`src/rtl/tod_pkg.sv`:
```
package tod_pkg;

  localparam longint NS_PER_SEC = 64'd1_000_000_000;

  typedef enum logic [1:0] {
    MODE_INIT  = 2'd0,
    MODE_ACQ   = 2'd1,
    MODE_LOCK  = 2'd2,
    MODE_LOCK2 = 2'd3
  } tod_mode_e;

endpackage

```
`src/rtl/tod_rate_sel.sv`:
```
// Builds the effective per-cycle rate word from the nominal word and the
// servo trim, with the trim scaled back according to the operating mode.
module tod_rate_sel
  import tod_pkg::*;
#(
  parameter int INC_W    = 32,
  parameter int TRIM_W   = 24,
  parameter int FINE_LIM = 32'h1000
) (
  input  logic [1:0]               mode,
  input  logic [INC_W-1:0]         base,
  input  logic signed [TRIM_W-1:0] trim,
  output logic [INC_W-1:0]         inc_eff
);
  localparam int SW = INC_W + 2;
  localparam logic signed [TRIM_W-1:0] LIM_P = TRIM_W'(FINE_LIM);
  localparam logic signed [TRIM_W-1:0] LIM_N = -LIM_P;

  logic signed [TRIM_W-1:0] trim_sel;
  logic signed [SW-1:0]     sum;

  always_comb begin
    case (mode)
      MODE_INIT: trim_sel = '0;
      MODE_ACQ:  trim_sel = trim;
      default: begin
        if (trim > LIM_P)      trim_sel = LIM_P;
        else if (trim < LIM_N) trim_sel = LIM_N;
        else                   trim_sel = trim;
      end
    endcase
  end

  always_comb begin
    sum = $signed({2'b00, base}) + SW'(trim_sel);
    if (sum < 0)                  inc_eff = '0;
    else if (|sum[SW-1:INC_W])    inc_eff = '1;
    else                          inc_eff = sum[INC_W-1:0];
  end

endmodule

```
`src/rtl/tod_accum.sv`:
```
// Next-time arithmetic: adds the rate word and an optional signed step to
// the nanosecond+fraction value and resolves one carry or borrow into seconds.
module tod_accum
  import tod_pkg::*;
#(
  parameter int SEC_W  = 48,
  parameter int NS_W   = 30,
  parameter int FRAC_W = 16,
  parameter int INC_W  = 32,
  parameter int STEP_W = 30
) (
  input  logic [SEC_W-1:0]         sec,
  input  logic [NS_W-1:0]          ns,
  input  logic [FRAC_W-1:0]        frac,
  input  logic [INC_W-1:0]         inc,
  input  logic                     step_en,
  input  logic signed [STEP_W-1:0] step_ns,
  output logic [SEC_W-1:0]         nsec,
  output logic [NS_W-1:0]          nns,
  output logic [FRAC_W-1:0]        nfrac,
  output logic                     carry
);
  localparam int FW  = NS_W + FRAC_W;
  localparam int SFW = STEP_W + FRAC_W;
  localparam int AW  = ((FW > SFW) ? FW : SFW) + 2;
  localparam logic signed [AW-1:0] LIMIT = AW'(NS_PER_SEC) <<< FRAC_W;

  logic signed [AW-1:0] cur, stepv, sum, fix;

  always_comb begin
    cur   = $signed({{(AW-FW){1'b0}}, ns, frac});
    stepv = step_en ? (AW'(step_ns) <<< FRAC_W) : '0;
    sum   = cur + $signed({{(AW-INC_W){1'b0}}, inc}) + stepv;
    carry = 1'b0;
    nsec  = sec;
    fix   = sum;
    if (sum < 0) begin
      fix  = sum + LIMIT;
      nsec = sec - SEC_W'(1);
    end else if (sum >= LIMIT) begin
      fix   = sum - LIMIT;
      nsec  = sec + SEC_W'(1);
      carry = 1'b1;
    end
    nns   = NS_W'(fix >>> FRAC_W);
    nfrac = FRAC_W'(fix);
  end

endmodule

```
`src/rtl/tod_align.sv`:
```
// Holds the host-supplied seconds value and releases it on a rising edge
// of the external pulse.
module tod_align #(
  parameter int SEC_W = 48
) (
  input  logic             clk,
  input  logic             rst_n,
  input  logic             pps_in,
  input  logic             hold,
  input  logic             wr_valid,
  input  logic [SEC_W-1:0] wr_data,
  output logic             load_go,
  output logic [SEC_W-1:0] pend_sec,
  output logic             pend_vld
);
  logic pps_prev;
  logic pps_edge;

  assign pps_edge = pps_in & ~pps_prev;
  assign load_go  = pps_edge & pend_vld & ~hold;

  always_ff @(posedge clk or negedge rst_n) begin
    if (!rst_n) begin
      pps_prev <= 1'b0;
      pend_sec <= '0;
      pend_vld <= 1'b0;
    end else begin
      pps_prev <= pps_in;
      if (wr_valid) begin
        pend_sec <= wr_data;
        pend_vld <= 1'b1;
      end else if (load_go) begin
        pend_vld <= 1'b0;
      end
    end
  end

endmodule

```
`src/rtl/tod_keeper.sv`:
```
module tod_keeper
  import tod_pkg::*;
#(
  parameter int SEC_W    = 48,
  parameter int NS_W     = 30,
  parameter int FRAC_W   = 16,
  parameter int INC_W    = 32,
  parameter int TRIM_W   = 24,
  parameter int STEP_W   = 30,
  parameter int FINE_LIM = 32'h1000
) (
  input  logic                     clk,
  input  logic                     rst_n,
  input  logic [1:0]               mode,
  input  logic [INC_W-1:0]         incr_base,
  input  logic signed [TRIM_W-1:0] freq_trim,
  input  logic                     init_valid,
  output logic                     init_ready,
  input  logic [SEC_W-1:0]         init_sec,
  input  logic [NS_W-1:0]          init_ns,
  input  logic                     step_valid,
  output logic                     step_ready,
  input  logic signed [STEP_W-1:0] step_ns,
  input  logic                     sec_wr_valid,
  output logic                     sec_wr_ready,
  input  logic [SEC_W-1:0]         sec_wr_data,
  input  logic                     pps_in,
  output logic [SEC_W-1:0]         tod_sec,
  output logic [NS_W-1:0]          tod_ns,
  output logic                     pps_out,
  output logic                     sec_pending
);
  logic [SEC_W-1:0]  sec_q;
  logic [NS_W-1:0]   ns_q;
  logic [FRAC_W-1:0] frac_q;
  logic              pps_q;

  logic [INC_W-1:0]  inc_eff;
  logic [SEC_W-1:0]  nsec;
  logic [NS_W-1:0]   nns;
  logic [FRAC_W-1:0] nfrac;
  logic              carry;
  logic              load_go;
  logic [SEC_W-1:0]  pend_sec;
  logic              step_fire;

  assign init_ready   = 1'b1;
  assign sec_wr_ready = 1'b1;
  assign step_ready   = ~init_valid & ~load_go;
  assign step_fire    = step_valid & step_ready;

  tod_rate_sel #(
    .INC_W(INC_W), .TRIM_W(TRIM_W), .FINE_LIM(FINE_LIM)
  ) u_rate (
    .mode(mode), .base(incr_base), .trim(freq_trim), .inc_eff(inc_eff)
  );

  tod_accum #(
    .SEC_W(SEC_W), .NS_W(NS_W), .FRAC_W(FRAC_W), .INC_W(INC_W), .STEP_W(STEP_W)
  ) u_accum (
    .sec(sec_q), .ns(ns_q), .frac(frac_q), .inc(inc_eff),
    .step_en(step_fire), .step_ns(step_ns),
    .nsec(nsec), .nns(nns), .nfrac(nfrac), .carry(carry)
  );

  tod_align #(.SEC_W(SEC_W)) u_align (
    .clk(clk), .rst_n(rst_n), .pps_in(pps_in), .hold(init_valid),
    .wr_valid(sec_wr_valid), .wr_data(sec_wr_data),
    .load_go(load_go), .pend_sec(pend_sec), .pend_vld(sec_pending)
  );

  always_ff @(posedge clk or negedge rst_n) begin
    if (!rst_n) begin
      sec_q  <= '0;
      ns_q   <= '0;
      frac_q <= '0;
      pps_q  <= 1'b0;
    end else if (init_valid) begin
      sec_q  <= init_sec;
      ns_q   <= init_ns;
      frac_q <= '0;
      pps_q  <= 1'b0;
    end else if (load_go) begin
      sec_q  <= pend_sec;
      ns_q   <= '0;
      frac_q <= '0;
      pps_q  <= 1'b1;
    end else begin
      sec_q  <= nsec;
      ns_q   <= nns;
      frac_q <= nfrac;
      pps_q  <= carry;
    end
  end

  assign tod_sec = sec_q;
  assign tod_ns  = ns_q;
  assign pps_out = pps_q;

endmodule

```
`config.mk`:
```
export PLATFORM = sky130hd
export DESIGN_NAME = tod_keeper
export DESIGN_NICKNAME = d
export VERILOG_FILES = /design/src/rtl/tod_pkg.sv /design/src/rtl/tod_rate_sel.sv /design/src/rtl/tod_accum.sv /design/src/rtl/tod_align.sv /design/src/rtl/tod_keeper.sv
export SDC_FILE = /design/constraint.sdc
export NUM_CORES = 1
export LEC_CHECK = 0
export BUFFER_PORTS_ARGS = -buffer_cell sky130_fd_sc_hd__buf_4
export CAP_MARGIN = 20
export CORE_UTILIZATION = 52
export CTS_BUF_LIST = sky130_fd_sc_hd__clkbuf_4 sky130_fd_sc_hd__clkbuf_8 sky130_fd_sc_hd__clkbuf_16
export CTS_CLUSTER_SIZE = 25
export DETAILED_ROUTE_END_ITERATION = 10
export PLACE_DENSITY_LB_ADDON = 0.05
export SETUP_SLACK_MARGIN = 0.05
export SYNTH_ARGS = -nofsm -noshare
export SYNTH_HDL_FRONTEND = slang
export SYNTH_SLANG_ARGS = --single-unit
```
`constraint.sdc`:
```
create_clock -name clk -period 10.1 [get_ports clk]
set_input_delay 1.515 -clock clk [delete_from_list [all_inputs] [get_ports clk]]
set_output_delay 1.515 -clock clk [all_outputs]
set_load 0.05 [all_outputs]
```
# After elaboration in Yosys (flattened, before gate mapping)
# Index checks and enable logic that the tools add are counted.
# W data, S select, Z words.
[totals] ff_bits=145 out_inout_bits=83 elab_cells=54
[classes] n_addsub=7 order_cmp=5 eq_ne=1 muxes=22 bitwise=8 reduce_logical=4
[ops] op="$mux W48" n=5
[ops] op="$mux W46" n=2
[ops] op="$mux W32" n=2
[ops] op="$mux W30" n=2
[ops] op="$add A48 B1 Y48 const B" n=1
[ops] op="$add A48 B48 Y48" n=1
[ops] op="$ge A48 B47 Y1 const B" n=1
[ops] op="$lt A48 B1 Y1 const B" n=1
[ops] op="$mux W24" n=2
[ops] op="$pmux W24 S2" n=1
[ops] op="$sub A48 B1 Y48 const B" n=1
[ops] op="$add A46 B32 Y47" n=1
[ops] op="$add A46 B44 Y46 const B" n=1
[ops] op="$sub A46 B44 Y46 const B" n=1
[ops] op="$add A33 B24 Y34" n=1
[ops] op="$lt A34 B1 Y1 const B" n=1
[ops] op="$mux W16" n=2
[ops] op="$gt A24 B14 Y1 const B" n=1
[ops] op="$lt A24 B13 Y1 const B" n=1
[ops] op="$mux W1" n=6
[ops] op="$and A1 B1 Y1" n=5
[ops] op="$reduce_bool A4 Y1" n=1
[ops] op="$not A1 Y1" n=3
[ops] op="$eq A2 B1 Y1 const B" n=1
[ops] op="other kinds (3)" n=3

# Longest topological paths before layout
# Gate-level depths: netlist of run 1.
[depth] depth_word=15 mapped_depth=61 mapped_depth_nobuf=57

# Modules after synthesis
# A second synthesis of run 1 with hierarchy kept.
[unflattened] hier_cells=1800 hier_area_um2=15343.5
[by_module_without_submodules] mod="tod_accum" n_inst=1 cells_each=1017 area_each_um2=6957.9
[by_module_without_submodules] mod="tod_keeper" n_inst=1 cells_each=317 area_each_um2=3880.0
[by_module_without_submodules] mod="tod_rate_sel" n_inst=1 cells_each=358 area_each_um2=2389.8
[by_module_without_submodules] mod="tod_align" n_inst=1 cells_each=108 area_each_um2=2115.8

# Worst setup path after synthesis of run 1
# OpenSTA, ideal clock, no wires.
[synth_timing] path_type="input port to flip-flop" startpoint="input freq_trim[16]" endpoint="register sec_q[46], in the netlist tod_sec[46]" setup_time_ns=0.134 arrival_ns=14.890 required_ns=9.966 path_slack_ns=-4.924 cell_stages=59 path_buffers=4 path_cell_list="nand4_1 or3_1 ha_1 nor2_1 nor2_1 clkbuf_1 nor2b_1 ha_1 fa_1 a21o_1 a21oi_1 o21ai_0 a41o_1 a221o_1 a41oi_1 a211oi_1 a21bo_2 nor4_1 [23 not listed] o21bai_1 a21oi_1 xor2_1 inv_2 clkbuf_1 ha_1 a211oi_1 o21ai_0 o311ai_0 a21oi_1 o31ai_1 nand2_1 a221o_1 a21oi_1 a2bb2oi_1 nor3_1 a2111oi_0 a21oi_1"
[synth_between] elab_chain_len=14 elab_cells_between_ends=18 classes_between="add/sub: 3; order compare: 5; mux: 8; reduce/logical: 2"
[synth_lines] element="from (decl)" line_no="tod_keeper.sv:16" text="input logic signed [TRIM_W-1:0] freq_trim,"
[synth_lines] element="$lt A24 B13 Y1" line_no="tod_rate_sel.sv:28" text="else if (trim < LIM_N) trim_sel = LIM_N;"
[synth_lines] element="$mux W24" line_no="tod_rate_sel.sv:28"
[synth_lines] element="$mux W24" line_no="tod_rate_sel.sv:27" text="if (trim > LIM_P) trim_sel = LIM_P;"
[synth_lines] element="$pmux W24 S2 (*)" line_no="tod_rate_sel.sv:23" text="case (mode)"
[synth_lines] element="$add A33 B24 Y34 (*)" line_no="tod_rate_sel.sv:35" text="sum = $signed({2'b00, base}) + SW'(trim_sel);"
[synth_lines] element="parallel branches: the longest is 2 deep, another holds $lt A34 B1 Y1"
[synth_lines] element="$mux W32 (*)" line_no="tod_rate_sel.sv:36" text="if (sum < 0) inc_eff = '0;"
[synth_lines] element="$add A46 B32 Y47 (*)" line_no="tod_accum.sv:33" text="sum = cur + $signed({{(AW-INC_W){1'b0}}, inc}) + stepv;"
[synth_lines] element="$add A48 B48 Y48 (*)" line_no="tod_accum.sv:33"
[synth_lines] element="$lt A48 B1 Y1" line_no="tod_accum.sv:37" text="if (sum < 0) begin"
[synth_lines] element="$mux W48" line_no="tod_accum.sv:37"
[synth_lines] element="$mux W48" line_no="tod_keeper.sv:83" text="end else if (load_go) begin"
[synth_lines] element="$mux W48" line_no="tod_keeper.sv:78" text="end else if (init_valid) begin"
[synth_lines] element="to (signal assigned)" line_no="tod_keeper.sv:79" text="sec_q <= init_sec;"
[synth_lines] element="to (signal assigned)" line_no="tod_keeper.sv:84" text="sec_q <= pend_sec;"
[synth_lines] element="to (signal assigned)" line_no="tod_keeper.sv:89" text="sec_q <= nsec;"
[synth_lines] element="to (decl)" line_no="tod_keeper.sv:33" text="logic [SEC_W-1:0] sec_q;"
# Mark *: on every way between the ends.
# A chain may end at the register's enable or synchronous reset.

# Worst setup path after layout of run 1
[layout_timing] startpoint="input freq_trim[17]" endpoint="register sec_q[44], in the netlist tod_sec[44]"
# Same word-level chain as after synthesis.

==> results of run 1 <==
-- routing by layer --
metal | vias to the layer above | GRT usage [%]
met5 | - | 0
met4 | 0 | 16.2
met3 | 274 | 6.26
met2 | 1070 | 64.1
met1 | 9335 | 47.0
li1 | 8938 | -
-- sequential cells by signal, summed over array words and instances, names as in the netlist --
signal,count
u_align.pps_prev,1
u_align.pend_sec,48
tod_sec,48
pps_out,1
u_align.pend_vld,1
frac_q,16
tod_ns,30
-- cell type report --
type                            count  area, sq um  area share, %
Antenna cell                        2         5.00         0.0203
Clock buffer                       17          425           1.72
Clock inverter                     14          141          0.573
Inverter                           48          183          0.740
Multi-Input combinational cell   1675        12800           52.0
Sequential cell                   145         3630           14.7
Tap cell                          390          488           1.98
Timing Repair Buffer              890         6970           28.2
-- per-stage QoR --
| stage | cell area (sq um) | util [%] | setup WS (ns) |
|---|---|---|---|
| 2_1_floorplan | 16000 | - | -2.37 |
| 3_3_place_gp | 22400 | 75.7 | -2.90 |
| 3_5_place_dp | 22400 | 75.7 | -3.33 |
| 4_1_cts | 23500 | 79.3 | -2.44 |
| 5_1_grt | 24700 | 83.3 | -3.17 |
| 6_report | 24700 | 83.3 | -2.66 |
-- worst max path at each step --
stage | end | slack (ns) | depth (start not counted)
after floorplan | tod_sec[42] | -2.37 | 57
after global routing | tod_sec[44] | -3.17 | 65
after detailed placement | tod_sec[47] | -3.33 | 61
after global placement | tod_sec[47] | -2.90 | 61
final | tod_sec[44] | -2.66 | 65
after CTS | tod_sec[47] | -2.44 | 60
-- timing repair --
action / CTS / global route
cloned: 2 / 4
resized for setup: 68 / 218
endpoints found under the setup margin: 70 / 70
pin swaps: 28 / 117
setup buffers: 22 / 26
-- layout by cell type (no fill, tap or decap), types with 38 or more instances in the layout --
master,instances
buf_4,859
nand2_1,201
dfrtp_1,145
ha_1,137
a21oi_1,127
nor2_1,113
o21ai_0,98
xnor2_1,77
a21o_1,68
o21ai_1,64
and3_1,54
mux2_2,49
xor2_1,48
inv_1,45
nand3_1,43
a21oi_2,38
-- logic make-up (layout without fill, tap and decap cells) --
group	after synthesis	count (layout)	synth area share [%]
and+or+nand+nor	613	613	18.9
other	1	4	0.0240
adders and majority gates	154	154	12.5
muxes	62	62	4.37
DFF	145	145	23.2
AOI/OAI and AO/OA	702	702	29.5
xor gates and xnor gates	142	142	7.95
buffers and inverters	137	969	3.55
-- power groups by stage --
| stage | combinational (uW) | sequential [uW] | clock, uW |
|---|---|---|---|
| 2_1_floorplan | 2430 | 1180 | 0 |
| 3_3_place_gp | 4710 | 873 | 0 |
| 3_5_place_dp | 4820 | 878 | 0 |
| 4_1_cts | 4950 | 870 | 648 |
| 5_1_grt | 5680 | 895 | 671 |
| 6_report | 5320 | 886 | 648 |
-- critical path: cells and delay by family --
family                   cells  cell delay (ns)
AO/OA/AOI/OAI               30             5.28
buffers and inverters       11             1.55
AND/OR/NAND/NOR             18             3.04
adder cells (fa/ha/maj)      4             1.29
XOR/XNOR                     2             0.38
==> metrics.md, run 1 <==
| Metric | Value |
|---|---|
| Status | `finished with violations` |
| Failing checks | `negative setup slack` |
| Number of fill cells | `1848` |
| Fin crit share | `126%` |
| Core Area | `0.0296 sq mm` |
| Skew final | `0.0134 ns` |
| Hold path cells | `1` |
| Clock root cell | `clkbuf_16` |
| Max layer used | `met4` |
| Clock share of power | `9.5%` |
| PortBufs | `300` |
| Flops & latches, synth | `145` |
| Sequential fraction of the synthesis area | `23.2%` |
| Switch share | `48.1%` |
| Area growth syn-to-layout | `57.9%` |
| Maximum clock rate | `just under 0.08 GHz` |
| Initial antenna violation count | `2` |
| Unrepaired setup endpoints after global routing | `true` |
| Post-synth top flop | `dfrtp_1` |
| First-pass GRT wire length | `92900 microns` |
| Worst reg2reg path startpoint | `frac_q[1]` |
| Met3 WL | `about 5400 microns` |
| I/O pins | `303` |
| Cells after Synth | `~2000` |
| Reg2reg end | `tod_sec[44]` |
| Tot GR Track Use | `37.7%` |
| Gpl congestion | `0.967` |
| Clock slew at reported path FFs | `0.07 ns` |
| Maximum VDD drop | `198 uV` |
| Number of flops mapped to enable cells by yosys | `0` |
| Final non-filler cell total | `3181` |
| Pwr Total | `6850 uW` |
| CTS Sinks | `145` |
| Area of the die | `around 0.031 sq mm` |
| Grt ovf | `0` |
| DRT Wirelength | `65000 microns` |
| Die X | `175 microns` |
| Post-DR vias/cell | `6.17` |
| DR WL met2 | `30800 microns` |
| Synthesized area per cell | `between 7 and 8 sq um` |
| Area share of the largest cell type after synthesis | `23.2%` |
| Post-CTS Hold Buffers | `0` |
| Largest net degree at the start of global routing | `94` |
| Final number of setup-violating endpoints | `70` |
| Clock Tree Buf Depth | `2` |
| Rel. slew slack | `35.7%` |
| Crit start category | `primary input` |
| Drc violations | `0` |
| CTS tree | `yes` |
| Critical path capture point type | `register` |
| Routed WL per cell | `20.4 microns` |
| Latest clock arrival within the worst-skew pair | `0.45 ns` |
| PnR worst setup slack | `-2.66 ns` |
| Met1 WL | `25400 microns` |
| Vias in the first global route | `18800` |
| Drt pass-1 iters | `6` |
| Worst path slowest cell | `or4_4` |
| Comb pwr share | `between 70% and 80%` |
| Cts bufs inserted | `17` |
| R2R depth | `38` |
| Tmin final | `~13 ns` |
| Vias | `19600` |
| WHS Endpoint | `u_align.pend_sec[1]` |
| Post-route ant nets | `0` |
| Share of layout cells above drive strength 1 | `43.2%` |
| Post-Syn Area | `0.0156 sq mm` |
| CP max stage delay | `0.52 ns` |
| Most frequent cell after synthesis | `nand2_1` |
| Leak | `between 0.01 and 0.015 uW` |
| Critical path origin | `freq_trim[17]` |
| Iter 0 DRT Violations | `1910` |
| Pwr dens | `278 mW/mm^2` |
| DPL Wire Length | `44200 microns` |
| Fin nets | `3151` |
| Critical path's most frequent cell | `a21oi_2` |
| Htree depth | `4` |
| Critical path class | `in2reg` |
| Final Max Slew Viols | `0` |
| FFs w/ async S/R, synth | `100%` |
| Placed Cells | `3096` |
| Initial Util | `52.8%` |
| Hold slack | `about 0.51 ns` |
| Max-cap viol count | `0` |
| Psw | `between 3000 and 4000 uW` |
| Synth Warn # | `0` |
| Min-Delay Path Class | `reg2reg` |
| CP arrival | `13.12 ns` |
| Cell Rows | `63` |
| Synth area leader | `dfrtp_1` |
| Post-synth top cells | `nand2_1 (206), o21ai_0 (187), a21oi_1 (165), ha_1 (150), dfrtp_1 (145)` |
| Fin. Hold Viols | `0` |
| Yosys cell types | `95` |
| Worst-path fanout max | `11` |
| Synth top area cells | `dfrtp_1 (23%), ha_1 (12%), o21ai_0 (6.0%)` |
| R2R setup slack | `approximately 2.2 ns` |
| CP required | `roughly 10 ns` |
| Reg power frac | `12.9%` |
| Hold_sp | `u_align.pend_sec[1]` |
| P_int | `3550 uW` |
| Final TNS setup | `-124.74 ns` |
| Slew @ Worst Pin | `0.958 ns` |
| Die Y-Extent | `175 microns` |
No activity file was read; power rests on OpenSTA's default activity.
==> run 2: changes to the inputs <==
Settings changed: SYNTH_HIERARCHICAL set to 1.
==> run 2 against run 1 <==
Effect of this change:
- clock skew decreased by 0.0022 ns
- critical path type unchanged
- total power grew 11%
- register-to-register slack improved by 1.3 ns
- the run still ends with negative setup slack left
==> metrics.md, run 2 <==
| Metric | Value |
|---|---|
| Status | `finished with violations` |
| Failing checks | `negative setup slack` |
| Crit start category | `primary input` |
| Critical path origin | `freq_trim[14]` |
| Cell Rows | `62` |
| DR WL met2 | `29600 microns` |
| Worst path slowest cell | `or3_4` |
| CP max stage delay | `0.42 ns` |
| Final number of setup-violating endpoints | `70` |
| Worst reg2reg path startpoint | `frac_q[0]` |
| Slew @ Worst Pin | `1.12 ns` |
| Yosys cell types | `102` |
| Htree depth | `4` |
| Post-route ant nets | `0` |
| Met3 WL | `4120 microns` |
| Commonest non-fill, non-tap cell in the layout | `buf_4` |
| DP Area | `~0.021 sq mm` |
| Clock root cell | `clkbuf_16` |
| CTS tree | `yes` |
| Met1 WL | `23600 microns` |
| Worst-path fanout max | `14` |
| Synth area leader | `dfrtp_1` |
| Max layer used | `met4` |
| Synth Warn # | `6` |
| Initial antenna violation count | `3` |
| I/O pins | `303` |
| Maximum clock rate | `0.0927 GHz` |
| PortBufs | `300` |
| Unrepaired setup endpoints after global routing | `true` |
| Grt ovf | `0` |
| Gpl congestion | `0.974` |
| Routed WL per cell | `20.6 microns` |
| Fin. Hold Viols | `0` |
| CP arrival | `11.15 ns` |
| Flops & latches, synth | `around 150` |
| Post-Syn Area | `0.0153 sq mm` |
| CTS Sinks | `145` |
| Fin crit share | `107%` |
| Die Y-Extent | `174 microns` |
| Cts bufs inserted | `17` |
| Critical Path End | `tod_sec[29]` |
| Synth top area cells | `dfrtp_1 (24%), ha_1 (8.3%), xnor2_1 (6.2%)` |
| DPL Wire Length | `41600 microns` |
| Area of the die | `0.0302 sq mm` |
| Vias in the first global route | `roughly 18000` |
| Number of flops mapped to enable cells by yosys | `0` |
| Rel. slew slack | `around 26%` |
| R2R setup slack | `3.55 ns` |
| Pwr Total | `7590 uW` |
| DRT Wirelength | `60200 microns` |
| Latest clock arrival within the worst-skew pair | `0.44 ns` |
| Number of fill cells | `approximately 1800` |
| Fin nets | `2840` |
| Post-DR vias/cell | `slightly above 6` |
| Final Max Slew Viols | `0` |
| Clock Tree Buf Depth | `2` |
| Reg2reg end | `tod_sec[29]` |
| Min-Delay Path Class | `reg2reg` |
| Tmin final | `10.79 ns` |
| Tot GR Track Use | `36.9%` |
| FFs w/ async S/R, synth | `100%` |
| Largest net degree at the start of global routing | `103` |
| Drc violations | `0` |
| Post-CTS Hold Buffers | `0` |
| Maximum VDD drop | `270 uV` |
| Area share of the largest cell type after synthesis | `23.6%` |
| Clock slew at reported path FFs | `0.07 ns` |
| Post-synth top cells | `nand2_1 (154), dfrtp_1 (145), nor2_1 (132), xnor2_1 (108), ha_1 (102)` |
| Initial Util | `53.2%` |
| Area growth syn-to-layout | `55.8%` |
| CP required | `10.46 ns` |
| Post-synth top flop | `dfrtp_1` |
| Max-cap viol count | `0` |
| Final TNS setup | `-31.53 ns` |
| Iter 0 DRT Violations | `1582` |
| Post-route cell area | `around 0.024 sq mm` |
| Critical path class | `in2reg` |
| Most frequent cell after synthesis | `nand2_1` |
| Skew final | `0.0112 ns` |
| Cells after Synth | `1800` |
| Leak | `0.0111 uW` |
| Vias | `17800` |
| R2R depth | `31` |
| Drt pass-1 iters | `5` |
| Core Area | `approximately 0.029 sq mm` |
| Share of layout cells above drive strength 1 | `45.2%` |
| Critical path's most frequent cell | `buf_4` |
| Die X | `174 microns` |
| First-pass GRT wire length | `around 90000 microns` |
| Setup WS pre-CTS | `-1.22 ns` |
| Critical path capture point type | `register` |
| Sequential fraction of the synthesis area | `23.6%` |
| Synthesized area per cell | `8.52 sq um` |
| Leading cell types in the layout, fill and taps excluded | `buf_4 (729), nand2_1 (151), dfrtp_1 (145), nor2_1 (119), ha_1 (95)` |
| Pwr dens | `approximately 320 mW/mm^2` |
| PnR worst setup slack | `-0.688 ns` |
[run 2: cell types whose count changed in the layout (fill, tap and decap cells not counted), sizes merged, moves of 38 or more]
cell / change
a21oi: -63
mux2i: +38
buf: -104
ha: -48
nand2: -52
and2: +46
o21ai: -48
[run 2: worst min path at each step]
stage	to	depth (start not counted)	start	slack, ns
after floorplan	u_align/pend_sec[0]	1	u_align/pend_sec[0]	0.48
after global placement	u_align/pend_sec[28]	1	u_align/pend_sec[28]	0.49
after detailed placement	u_align/pend_sec[27]	1	u_align/pend_sec[27]	0.49
after CTS	u_align/pend_sec[27]	1	u_align/pend_sec[27]	0.52
after global routing	u_align/pend_sec[14]	1	u_align/pend_sec[14]	0.53
final	u_align/pend_sec[14]	1	u_align/pend_sec[14]	0.52
[run 2: logic make-up (layout without fill, tap and decap cells)]
| group | Yosys count | after routing | synth area share [%] |
|---|---|---|---|
| xor+xnor | 155 | 155 | 9.04 |
| fa+ha+maj | 105 | 105 | 8.71 |
| simple gates | 613 | 613 | 20.1 |
| mux | 98 | 98 | 7.96 |
| buf+inv | 138 | 864 | 5.16 |
| flops | 145 | 145 | 23.6 |
| compound gates | 545 | 546 | 25.3 |
| other cells | 1 | 5 | 0.0244 |
[run 2: what timing repair did]
item,CTS,global route
setup buffers,44,24
resized for setup,190,118
pin swaps,90,119
endpoints found under the setup margin,70,70
cloned,3,2
[run 2: layer usage]
layer,track usage [%],vias up
met1,45.0,8609
met4,14.9,0
li1,-,8074
met3,4.98,219
met5,0,-
met2,65.2,861
[run 2: critical path: cells and delay by family]
kind                     cells  cell delay [ns]
buffers and inverters        8             1.17
multiplexers                 1             0.13
AO/OA/AOI/OAI               18             3.29
AND/OR/NAND/NOR             15             3.31
XOR/XNOR                     3             0.51
adder cells (fa/ha/maj)      4             1.17
[run 2: layout make-up]
cell class,instances,area [sq um],area share [%]
Inverter,49,184,0.769
Clock inverter,14,188,0.785
Timing Repair Buffer,783,6230,26.0
Antenna cell,3,7.51,0.0314
Tap cell,384,480,2.01
Sequential cell,145,3630,15.2
Clock buffer,18,439,1.84
Multi-Input combinational cell,1519,12800,53.3
[run 2: where the power goes]
part | internal (uW) | switching, uW | total, uW
sequential | 712 | 150 | 862
clock | 387 | 312 | 699
combinational | 2900 | 3130 | 6030
[run 2: through the flow]
step                hold WS (ns)  util, %  cells
floorplan                  0.482        -   1801
global placement           0.493     72.9   2809
detailed placement         0.493     72.9   2809
CTS                        0.516     79.9   2886
global route               0.529     82.8   2913
finish                     0.516     82.8   2915
==> run 3: changes to the inputs <==
Settings changed: PLACE_DENSITY_LB_ADDON 0.05 to 0.15.
==> run 3 against run 2 <==
Effect of this change:
- highest routed layer is now met5
- clock skew up 0.0062 ns
- the flow still finishes with violations (negative setup slack)
- die area unchanged
- critical endpoint is now tod_sec[21]
- combinational power down 5.5%
- via count down 2.3%
- largest power group unchanged
- sequential cell count unchanged
==> metrics.md, run 3 (synthesis results as in run 2) <==
| Metric | Value |
|---|---|
| Reg power frac | `between 10% and 20%` |
| R2R depth | `30` |
| Gpl congestion | `0.962` |
| Hold_sp | `u_align/pend_sec[27]` |
| PnR worst setup slack | `-0.916 ns` |
| Iter 0 DRT Violations | `approximately 1300` |
| P_int | `3800 uW` |
| Post-route ant nets | `0` |
| CP arrival | `11.36 ns` |
| Clock root cell | `clkbuf_16` |
| Cts bufs inserted | `17` |
| Clock share of power | `a little under a tenth` |
| Die X | `174 microns` |
| Switch share | `47.3%` |
| Reg2reg end | `tod_sec[21]` |
| Worst-path fanout max | `7` |
| Vias | `17400` |
| Slew @ Worst Pin | `1.06 ns` |
| Buf/Inv on CP | `7` |
| Htree depth | `4` |
| First-pass GRT wire length | `around 90000 microns` |
| Post-DR vias/cell | `5.97` |
| Reg area | `roughly 0.0036 sq mm` |
| Drt pass-1 iters | `7` |
| Critical path capture point type | `register` |
| Rel. slew slack | `28.9%` |
| Failing checks | `negative setup slack` |
| Area growth syn-to-layout | `54.4%` |
| DRT Wirelength | `58400 microns` |
| Grt ovf | `0` |
| Cell Rows | `62` |
| Hold path cells | `1` |
| Final non-filler cell total | `roughly 2900` |
| Number of fill cells | `1806` |
| Leak | `0.0110 uW` |
| Share of layout cells above drive strength 1 | `44.1%` |
| Initial Util | `53.2%` |
| Post-CTS Hold Buffers | `0` |
| Latest clock arrival within the worst-skew pair | `about 0.45 ns` |
| Fin. Hold Viols | `0` |
| PortBufs | `300` |
| Unrepaired setup endpoints after global routing | `true` |
| I/O pins | `303` |
| Clock Tree Buf Depth | `2` |
| Routed WL per cell | `20.1 microns` |
| WHS Endpoint | `u_align/pend_sec[27]` |
| Multi-input gate area | `0.0125 sq mm` |
| Clock slew at reported path FFs | `0.08 ns` |
| CTS tree | `yes` |
| Comb pwr share | `79.0%` |
| CTS Sinks | `145` |
| Fin nets | `between 2000 and 3000` |
| Psw | `approximately 3400 uW` |
| Tmin final | `11.02 ns` |
| Critical path's most frequent cell | `or3_4` |
| Vias in the first global route | `17200` |
| CP max stage delay | `0.42 ns` |
| DPL Wire Length | `41400 microns` |
| CP required | `10.44 ns` |
| Delay-heaviest family, CP | `compound AO/OA/AOI/OAI gates` |
| Setup WS pre-CTS | `-1.54 ns` |
| Largest net degree at the start of global routing | `83` |
| Drc violations | `0` |
| Die Y-Extent | `174 microns` |
| Initial antenna violation count | `2` |
| Crit start category | `primary input` |
| Critical path class | `in2reg` |
| Min-Delay Path Class | `reg2reg` |
| Placed Cells | `2805` |
| Max-cap viol count | `0` |
| Skew final | `0.0174 ns` |
| Pwr Total | `7210 uW` |
| Core Area | `~0.029 sq mm` |
| Maximum VDD drop | `~280 uV` |
| Status | `finished with violations` |
| Fin crit share | `109%` |
| Worst path slowest cell | `or3_4` |
| R2R setup slack | `between 3 and 4 ns` |
| Worst reg2reg path startpoint | `frac_q[0]` |
| Commonest non-fill, non-tap cell in the layout | `buf_4` |
| Tot GR Track Use | `between 30% and 40%` |
| Area of the die | `0.0302 sq mm` |
| Leading cell types in the layout, fill and taps excluded | `buf_4 (726), nand2_1 (151), dfrtp_1 (145), nor2_1 (120), ha_1 (98)` |
| Pwr dens | `between 300 and 400 mW/mm^2` |
| Maximum clock rate | `0.0908 GHz` |
| Final number of setup-violating endpoints | `70` |
| Final Max Slew Viols | `0` |
==> run 3: changes by cell type in the layout (fill, tap and decap cells not counted), moves of 6 or more <==
cell and change:
xnor2_1 +13, xnor2_2 -11, buf_6 -6, xor2_2 +9
xor2_1 -8
==> run 3: per-layer routing <==
layer	GRT usage (%)	wire length, microns
met4	13.0	2280
met3	6.49	3650
met5	0	17
met2	63.0	28400
met1	45.6	24100
==> run 3: layout make-up <==
cell class	instances	share of cell area (%)
Clock inverter	13	0.613
Antenna cell	1	0.0106
Multi-Input combinational cell	1518	52.9
Tap cell	384	2.03
Clock buffer	19	1.89
Timing Repair Buffer	780	26.4
Inverter	49	0.776
Sequential cell	145	15.3
==> run 3: stage by stage <==
step           util [%]  instance area [sq um]  hold WS [ns]  TNS, ns
2_1_floorplan         -                  15800         0.482   -24.71
3_3_place_gp       73.0                  21100         0.494   -81.90
3_5_place_dp       73.0                  21100         0.497   -95.35
4_1_cts            79.6                  23000         0.517   -30.29
5_1_grt            82.1                  23700         0.524   -72.42
6_report           82.1                  23700         0.519   -46.34
==> run 3: worst max path at each step <==
stage	startpoint	to	slack (ns)	cells after the start
floorplan	freq_trim[12]	tod_sec[33]	-0.44	48
global placement	freq_trim[0]	tod_ns[25]	-1.29	52
detailed placement	freq_trim[0]	tod_sec[9]	-1.54	51
CTS	freq_trim[17]	tod_sec[33]	-0.54	48
global route	freq_trim[7]	tod_sec[26]	-1.25	54
finish	freq_trim[7]	tod_sec[21]	-0.92	50
==> run 3: power groups by stage <==
stage,combinational [uW],clock [uW],sequential (uW)
finish,5700,660,851
detailed placement,4870,0,851
global placement,4800,0,848
CTS,5400,663,844
floorplan,2590,0,1100
global route,6040,691,864
==> run 3: what timing repair did <==
item / in CTS / in global routing
pin swaps: 101 / 75
gates cloned: 5 / 0
buffers inserted: 42 / 26
gates resized for setup: 169 / 97
endpoints found under the hold margin: 0 / 0
endpoints found under the setup margin: 70 / 70
